## config.mk

```make
export PLATFORM = sky130hd
export DESIGN_NAME = clkPatternGen
export DESIGN_NICKNAME = d
export VERILOG_FILES = /design/src/rtl/clkPatPkg.sv /design/src/rtl/clkPatCtrl.sv /design/src/rtl/clkPatData.sv /design/src/rtl/clkPatternGen.sv
export SDC_FILE = /design/constraint.sdc
export NUM_CORES = 1
export LEC_CHECK = 0
export ABC_AREA = 1
export BUFFER_PORTS_ARGS = -buffer_cell sky130_fd_sc_hd__buf_4
export CAP_MARGIN = 20
export CORE_MARGIN = 3
export CORE_UTILIZATION = 56
export CTS_CLUSTER_DIAMETER = 60
export DETAILED_ROUTE_END_ITERATION = 16
export PLACE_DENSITY = 0.87
export SLEW_MARGIN = 20
export SYNTH_ARGS = -nofsm -noshare
export SYNTH_HDL_FRONTEND = slang
export SYNTH_SLANG_ARGS = --single-unit
```

## constraint.sdc

```tcl
create_clock -name clkFast -period 3.3 [get_ports clkFast]
set_input_delay 0 -clock clkFast [delete_from_list [all_inputs] [get_ports clkFast]]
set_output_delay 0 -clock clkFast [all_outputs]
set_load 0.02 [all_outputs]
```

## src/rtl/clkPatPkg.sv

```systemverilog
package clkPatPkg;
  localparam int PHASE_BITS  = 4;
  localparam int SLOT_COUNT  = 1 << PHASE_BITS;
  localparam int CYCLE_COUNT = SLOT_COUNT / 2;
  localparam int IDX_W       = $clog2(CYCLE_COUNT);

  typedef struct packed {
    logic             load;
    logic             run;
    logic [IDX_W-1:0] idx;
  } patStrobe_t;

  // Level of one half-cycle slot for a given delay in slots
  function automatic logic slotLevel(logic [IDX_W-1:0] idx, logic half,
                                     logic [PHASE_BITS-1:0] phase);
    logic [PHASE_BITS-1:0] rel;
    rel = {idx, half} - phase;
    return ~rel[PHASE_BITS-1];
  endfunction
endpackage

```

## src/rtl/clkPatCtrl.sv

```systemverilog
module clkPatCtrl
  import clkPatPkg::*;
(
  input  logic       clkFast,
  input  logic       rst,
  input  logic       frameStrobe,
  output patStrobe_t strb
);
  localparam logic [IDX_W-1:0] LAST_IDX = IDX_W'(CYCLE_COUNT - 1);

  logic [IDX_W-1:0] idxQ;
  logic             runQ;

  always_comb begin
    strb.load = frameStrobe;
    strb.run  = runQ | frameStrobe;
    if (frameStrobe)
      strb.idx = '0;
    else if (idxQ == LAST_IDX)
      strb.idx = '0;
    else
      strb.idx = idxQ + 1'b1;
  end

  always_ff @(posedge clkFast) begin
    if (rst) begin
      idxQ <= '0;
      runQ <= 1'b0;
    end else begin
      idxQ <= strb.idx;
      runQ <= strb.run;
    end
  end
endmodule

```

## src/rtl/clkPatData.sv

```systemverilog
module clkPatData
  import clkPatPkg::*;
#(
  parameter int NUM_CH = 12
) (
  input  logic                         clkFast,
  input  logic                         rst,
  input  patStrobe_t                   strb,
  input  logic [NUM_CH*PHASE_BITS-1:0] phaseSet,
  output logic [NUM_CH*2-1:0]          ddrWord
);
  for (genvar ch = 0; ch < NUM_CH; ch++) begin : g_ch
    logic [PHASE_BITS-1:0] phaseQ;
    logic [PHASE_BITS-1:0] phaseNext;
    logic [1:0]            lvl;
    logic [1:0]            wordQ;

    always_comb begin
      phaseNext = strb.load ? phaseSet[ch*PHASE_BITS +: PHASE_BITS] : phaseQ;
      lvl[0]    = slotLevel(strb.idx, 1'b0, phaseNext);
      lvl[1]    = slotLevel(strb.idx, 1'b1, phaseNext);
    end

    always_ff @(posedge clkFast) begin
      if (rst) begin
        phaseQ <= '0;
        wordQ  <= 2'b00;
      end else begin
        phaseQ <= phaseNext;
        wordQ  <= strb.run ? lvl : 2'b00;
      end
    end

    assign ddrWord[ch*2 +: 2] = wordQ;
  end
endmodule

```

## src/rtl/clkPatternGen.sv

```systemverilog
module clkPatternGen
  import clkPatPkg::*;
#(
  parameter int NUM_CH = 12
) (
  input  logic                         clkFast,
  input  logic                         rst,
  input  logic                         frameStrobe,
  input  logic [NUM_CH*PHASE_BITS-1:0] phaseSet,
  output logic [NUM_CH*2-1:0]          ddrWord
);
  patStrobe_t strb;

  clkPatCtrl ctrl_i (
    .clkFast     (clkFast),
    .rst         (rst),
    .frameStrobe (frameStrobe),
    .strb        (strb)
  );

  clkPatData #(.NUM_CH(NUM_CH)) data_i (
    .clkFast  (clkFast),
    .rst      (rst),
    .strb     (strb),
    .phaseSet (phaseSet),
    .ddrWord  (ddrWord)
  );
endmodule

```

==> Yosys cells after proc, flatten, opt, wreduce, memory -nomap -nowiden <==
Index checks and enable logic that the tools add are counted.
{ "totals": {"wordCells": 93, "input_bits": 51, "ff_bits": 76} }
{ "op_classes": {"eq_ne": 1, "n_addsub": 25, "n_mux": 14, "reduce_logical": 1, "n_bitwise": 26} }
{ "ops": {"columns": ["operator", "n"], "rows": [
  ["subtractor 4 bit", 24],
  ["two-way mux 4 bit", 12],
  ["inverter 1 bit", 25],
  ["two-way mux 3 bit", 2],
  ["adder 3 x 1 -> 3 bit (second input constant)", 1],
  ["equality test 3 bit (second input constant)", 1],
  ["OR reduction 2 bit", 1],
  ["OR 1 bit", 1]
]} }

==> Logic depth before layout (Yosys ltp) <==
Gate-level depths: netlist (run 1).
{ "depth": {"ltp_word": 5, "mapped_depth": 13, "mapped_depth_nobuf": 11} }

==> Cells and area by module <==
Synthesis (run 1) repeated with hierarchy kept, for this count alone.
{ "unflattened": {"cells_unflattened": 527, "area_unflattened_um2": 4057.6} }
{ "by_module_without_submodules": {"columns": ["module", "seq_area_each_um2", "n_inst", "cells_per_inst", "area_per_inst_um2"], "rows": [
  ["clkPatData", 1441.4, 1, 506, 3885.0],
  ["clkPatCtrl", 80.1, 1, 21, 172.7]
]} }

==> Worst setup path after synthesis (run 1) <==
Ideal clock, no wire load.
{ "synth_path": {"path_type": "reg2reg", "from": "reg ctrl_i.idxQ[0]", "to": "reg data_i.g_ch[0].wordQ[1]", "setup_ns": 0.070, "arrival_ns": 2.538, "required_ns": 3.230, "period_less_slack_ns": 2.608, "slack_ns": 0.692, "path_stages_with_launch": 10, "path_cell_list": "dfxtp_1 -> ha_1 -> ha_1 -> nor3_1 -> inv_1 -> ha_1 -> inv_1 -> a21oi_1 -> nand3b_1 -> a21oi_1"} }
{ "synth_rtl": {"columns": ["element", "line", "text"], "rows": [
  ["from (decl)", "clkPatCtrl.sv:11", "logic [IDX_W-1:0] idxQ;"],
  ["from (signal assigned)", "clkPatCtrl.sv:30", "idxQ <= strb.idx;"],
  ["to (signal assigned)", "clkPatData.sv:30", "wordQ <= strb.run ? lvl : 2'b00;"],
  ["to (decl)", "clkPatData.sv:16", "logic [1:0] wordQ;"]
]} }

==> results of run 1 <==
## worst reg2reg max path, delay by kind of cell, from the launching register on
family          cells  cell delay (ns)
fa+ha+maj           3             0.70
compound gates      2             0.26
buf+inv             2             0.35
flops               1             0.33
simple gates        2             0.35
## cells by family after synthesis
logic type	synth area share, %
DFF	37.6
adders and majority gates	11.7
and+or+nand+nor	27.7
buffers and inverters	8.56
muxes	2.97
AOI/OAI and AO/OA	11.5
## metrics by stage
stage                     setup WS, ns  utilization (%)
after floorplan                  0.692                -
after global routing              1.03             75.4
after detailed placement          1.20             66.8
after CTS                         1.24             75.4
after global placement            1.25             66.8
final                             1.23             75.4
## placed cells by master, fill, tap and decap left out, types with 24 or more instances in the layout
cell type / count
ha_1: 38
dfxtp_1: 76
a21oi_1: 72
nand2_1: 168
nor2_1: 29
dlygate4sd3_1: 38
nand3_1: 24
buf_4: 77
inv_1: 51
## report_power, final
part	switching, mW	internal, mW
registers	0.0228	0.983
logic	0.312	0.250
clock network	0.345	0.443
## metal layers
| layer | global-route usage [%] | wire length, um | vias up |
|---|---|---|---|
| met5 | 0 | 0 | - |
| met4 | 10.8 | 261 | 0 |
| met3 | 4.64 | 593 | 31 |
| met2 | 42.0 | 4920 | 136 |
| met1 | 29.8 | 4150 | 1844 |
| li1 | - | - | 1955 |
## how the worst max path moves through the flow
stage                                         end  slack, ns  cells after the start
after floorplan           data_i.g_ch[0].wordQ[1]       0.69                      9
after global placement    data_i.g_ch[3].wordQ[0]       1.25                     11
after detailed placement  data_i.g_ch[0].wordQ[0]       1.20                     12
after CTS                 data_i.g_ch[3].wordQ[1]       1.24                      9
after global routing      data_i.g_ch[6].wordQ[1]       1.03                      9
final                     data_i.g_ch[9].wordQ[1]       1.23                      9
## area by class of cell
type,instances,share of cell area (%)
repair buffers,115,18.4
multi-input cells,394,42.0
clock buffers,11,2.72
clock inverters,5,1.44
well taps,96,2.31
inverters,53,3.92
flip-flops and latches,76,29.2
## flip-flops by register name, summed over array words and instances, names as in the netlist
register and count:
ctrl_i.runQ 1, data_i.g_ch.wordQ 24, ctrl_i.idxQ 3, data_i.g_ch.phaseQ 48
## repair_timing
action | in CTS | in global routing
gates resized for setup | 0 | 0
hold buffers | 38 | 0
hold endpoints to repair | 38 | 0
buffers inserted | 0 | 0
==> impl_metrics.yaml, run 1 <==
cells_and_area:
  fillers: 514
  antenna_cells: 0
  fin_area_um2: 5210
  ff_latch_area_um2: 1520
  synthToLayoutAreaGrowth_pct: 28.6
  nets: 738
  multiInputGateArea_um2: 2190
  layoutNonFillerInstCount: 750
  drive_gt1_share_pct: 18.3
place:
  placed_cell_area_um2: 4610
  port_buffers: 74
  post-dp-hpwl_um: 6370
  placedCellCount: 696
  gp_congestion: 0.795
global_route:
  overflow: 0
  grt_max_degree: 54
  grt_pass1_vias: 3857
  grt_pass1_wl_um: 16700
  antenna_found_initial: 0
  track_usage_pct: 24.5
routing:
  ant_nets: 0
  drt_iter0_markers: 174
  wl_per_cell_um: 13.2
  drc: 0
  drt_wl_total_um: 9930
  drt_first_pass_iters: 5
  num_vias: 3966
  vias_per_cell: 5.29
worst_hold_path:
  hp-class: "in -> reg"
  min-delay-start: "phaseSet[21]"
  hold_end: "data_i.g_ch[5].phaseQ[1]"
  whs_path_depth: 4
synthesis:
  synth_edf_count: 0
  synth_most_common_cell: "nand2_1"
  synth-async-reset-ratio_pct: 0
  synthCells: 545
  synth_top_area_share_pct: 37.6
  synth_nets: 634
  synth_area_leaders: "dfxtp_1 38%, nand2_1 16%, ha_1 12%, a21oi_1 8.9%, inv_1 4.7%"
  synth_warnings: 0
  synth_seq_cells: 76
  syn_area_um2: 4050
  yosysUniqueCellTypes: 21
  synth.yosys.seq_area_share_pct: 37.6
  synth.avg_cell_area_um2: 7.43
  synth_top_area_cell: "dfxtp_1"
  ys.flop_type: "dfxtp_1"
  synth_common_cells: "168 x nand2_1, 76 x dfxtp_1, 72 x a21oi_1"
sta:
  rsz0062_at_grt: "no"
  period_needed_ns: 2.07
  fin_crit_sh_pct: 62.8
  final_hold_viol_count: 0
  slew_headroom_pct: 43.5
  clock_skew_ns: 0.0119
  tns_ns: 0
  hold_slack_ns: 0.00633
  worst_slew_pin_slew_ns: 0.846
  drv_slew: 0
  fmax_ghz: 0.482
  setup_viol: 0
power_and_ir_drop:
  total_power_mw: 2.35
  p_per_area_nw_per_um2: 452
  vdd.ir_drop.worst_mv: 0.227
  power.leakage_nw: 2.70
status:
  outcome: "completed"
setup_path:
  worstPathRequired_ns: 3.56
  crit_buf_inv: 2
  crit_path_max_incr_delay_ns: 0.33
  path_max_fanout: 13
  r2r_start: "ctrl_i.idxQ[0]"
  path_cells: "ha_1 > ha_1 > nor3_2 > inv_1 > ha_1 > inv_1 > a21oi_1 > nand3b_1 > a21oi_1"
  rr_endpoint: "data_i.g_ch[9].wordQ[1]"
  r2r_slack_ns: 1.23
  arrival_ns: 2.34
  critPathMostFrequentCell: "ha_1"
  slowest_stage: "dfxtp_1"
  crit_family: "adder cells"
  ff2ff_path_depth: 9
  crit_type: "reg -> reg"
  start_kind: "register"
  end_kind: "register"
  critPathLaunch: "ctrl_i.idxQ[0]"
clock_tree:
  clock_sinks: 76
  cts-buffers-inserted: 9
  ctsHtreeMaxLevel: 3
  root_buffer: "clkbuf_8"
  clockBufferDepth: 2
  clk_latency_ns: 0.35
  clk_pin_slew_worst_paths_ns: 0.08
  cts_tree: "built"
flow_run:
  max-cap-violations: 0
die:
  dieArea_um2: 8290
  rows: 30
  core_region_area_um2: 6910
  die_x_um: 91.0
  initial_core_util_pct: 58.6
  io_pins: 75
  die_y_um: 91.0
Power figures use the tool's default switching activity.
==> inputs of run 2 (changes only) <==
==> constraint.sdc (replaced) <==
create_clock -name clkFast -period 2.05 [get_ports clkFast]
set_input_delay 0 -clock clkFast [delete_from_list [all_inputs] [get_ports clkFast]]
set_output_delay 0 -clock clkFast [all_outputs]
set_load 0.02 [all_outputs]
==> impl_metrics.yaml, run 2 (same netlist as run 1, synthesis figures left out) <==
status:
  outcome: "completed"
setup_path:
  r2r_slack_ns: 0.06
  path_cells: "ha_4 > ha_4 > nor3_4 > clkinvlp_4 > buf_6 > ha_1 > inv_1 > a21oi_2 > nand3b_1 > a21oi_1"
  ff2ff_path_depth: 10
  path_max_fanout: 8
  worstPathRequired_ns: 2.34
  critPathMostFrequentCell: "ha_4"
  crit_path_max_incr_delay_ns: 0.34
  arrival_ns: 2.27
  start_kind: "register"
  slowest_stage: "dfxtp_1"
  rr_endpoint: "data_i.g_ch[10].wordQ[1]"
  end_kind: "register"
  r2r_start: "ctrl_i.idxQ[1]"
  crit_type: "reg -> reg"
flow_run:
  max-cap-violations: 0
cells_and_area:
  final_common_cell: "nand2_1"
  drive_gt1_share_pct: 22.7
  reg_top3: "data_i.g_ch.phaseQ (48), data_i.g_ch.wordQ (24), ctrl_i.idxQ (3)"
  synthToLayoutAreaGrowth_pct: 34.4
  nets: 750
  layout_common_cells: "167 x nand2_1, 82 x buf_4, 75 x dfxtp_1"
  antenna_cells: 0
  top_register: "data_i.g_ch.phaseQ"
  largest_reg_flops: 48
routing:
  drt_wl_total_um: 11200
  drc: 0
  drt_first_pass_iters: 4
  wl_per_cell_um: 14.7
  num_vias: 4048
  ant_nets: 0
  drt_iter0_markers: 185
  vias_per_cell: 5.31
sta:
  fin_ws_ns: 0.0629
  worst_slew_pin_slew_ns: 0.585
  setup_viol: 0
  final_hold_viol_count: 0
  fmax_ghz: 0.503
  clock_skew_ns: 0.00696
  fin_crit_sh_pct: 96.9
  period_needed_ns: 1.99
  drv_slew: 0
  slew_headroom_pct: 61.0
place:
  place_ws_ns: 0.0381
  post-dp-hpwl_um: 6860
  gp_congestion: 0.825
  port_buffers: 74
clock_tree:
  ctsHtreeMaxLevel: 3
  root_buffer: "clkbuf_8"
  clk_latency_ns: 0.35
  clockBufferDepth: 2
  cts-buffers-inserted: 9
  cts_tree: "built"
  clock_sinks: 76
  clk_pin_slew_worst_paths_ns: 0.08
global_route:
  grt_pass1_wl_um: 18300
  antenna_found_initial: 0
  overflow: 0
  grt_max_degree: 52
  track_usage_pct: 26.8
  grt_pass1_vias: 4185
die:
  io_pins: 75
  die_x_um: 91.0
  core_region_area_um2: 6910
  initial_core_util_pct: 58.6
  rows: 30
  dieArea_um2: 8290
  die_y_um: 91.0
worst_hold_path:
  hp-class: "in -> reg"
  whs_path_depth: 4
  min-delay-start: "phaseSet[9]"
  hold_end: "data_i.g_ch[2].phaseQ[1]"
power_and_ir_drop:
  total_power_mw: 3.94
  p_per_area_nw_per_um2: 724
  power.leakage_nw: 2.77
  vdd.ir_drop.worst_mv: 0.485
[run 2: cell types whose count changed in the layout (fill, tap and decap cells not counted), sizes merged]
cell	previous run	this run
buf	77	88
dlygate4sd3	38	39
clkinvlp	0	1
clkbuf	11	12
inv	53	52
clkinv	3	2
[run 2: stage by stage]
stage                     TNS [ns]  instances  hold slack [ns]  util (%)  instance area [um2]
after global routing       -0.0512        762           0.0121      78.8                 5440
after CTS                        0        761          0.00104      77.4                 5350
after detailed placement         0        704            0.198      68.1                 4700
after global placement           0        704            0.194      68.1                 4700
after floorplan                  0        545            0.170         -                 4060
final                            0        762          0.00132      78.8                 5440
[run 2: repair_timing]
item	CTS	global route
pin swaps	1	10
endpoints found under the setup margin	6	22
endpoints found under the hold margin	39	0
gates resized for setup	1	24
hold buffers	39	0
setup buffers	2	1
[run 2: power breakdown]
| group | switching [mW] | leakage [nW] | internal, mW | total, mW |
|---|---|---|---|---|
| Clock | 0.558 | 0.122 | 0.782 | 1.34 |
| Sequential | 0.0401 | 0.628 | 1.58 | 1.62 |
| Combinational | 0.538 | 2.02 | 0.440 | 0.978 |
[run 2: worst max path at each step]
stage	startpoint	to
after floorplan	ctrl_i.idxQ[0]	data_i.g_ch[0].wordQ[1]
after global placement	ctrl_i.idxQ[0]	data_i.g_ch[4].wordQ[1]
after detailed placement	ctrl_i.idxQ[0]	data_i.g_ch[10].wordQ[1]
after CTS	ctrl_i.idxQ[0]	data_i.g_ch[5].wordQ[0]
after global routing	ctrl_i.idxQ[0]	data_i.g_ch[9].wordQ[1]
final	ctrl_i.idxQ[1]	data_i.g_ch[10].wordQ[1]
[run 2: final cells by class]
cell class / instances / area [um2]
Multi-Input combinational cell: 394 / 2260
Timing Repair Buffer: 127 / 1090
Fill cell: 474 / 1470
Clock inverter: 4 / 70.1
Clock buffer: 12 / 165
Tap cell: 96 / 120
Inverter: 53 / 208
Sequential cell: 76 / 1520
[run 2: layer usage]
metal | vias to the layer above | global-route usage (%) | part of all wire (%)
li1 | 1974 | - | -
met1 | 1880 | 30.4 | 40
met2 | 164 | 47.8 | 52
met3 | 30 | 5.97 | 6.5
met4 | 0 | 12.1 | 2.2
met5 | - | 0 | 0
[run 2: worst max-delay path: cells and delay by family (launching register included)]
| family | cells | cell delay [ns] |
|---|---|---|
| DFF | 1 | 0.34 |
| adders and majority gates | 3 | 0.51 |
| buffers and inverters | 3 | 0.39 |
| AOI/OAI and AO/OA | 2 | 0.20 |
| and+or+nand+nor | 2 | 0.47 |
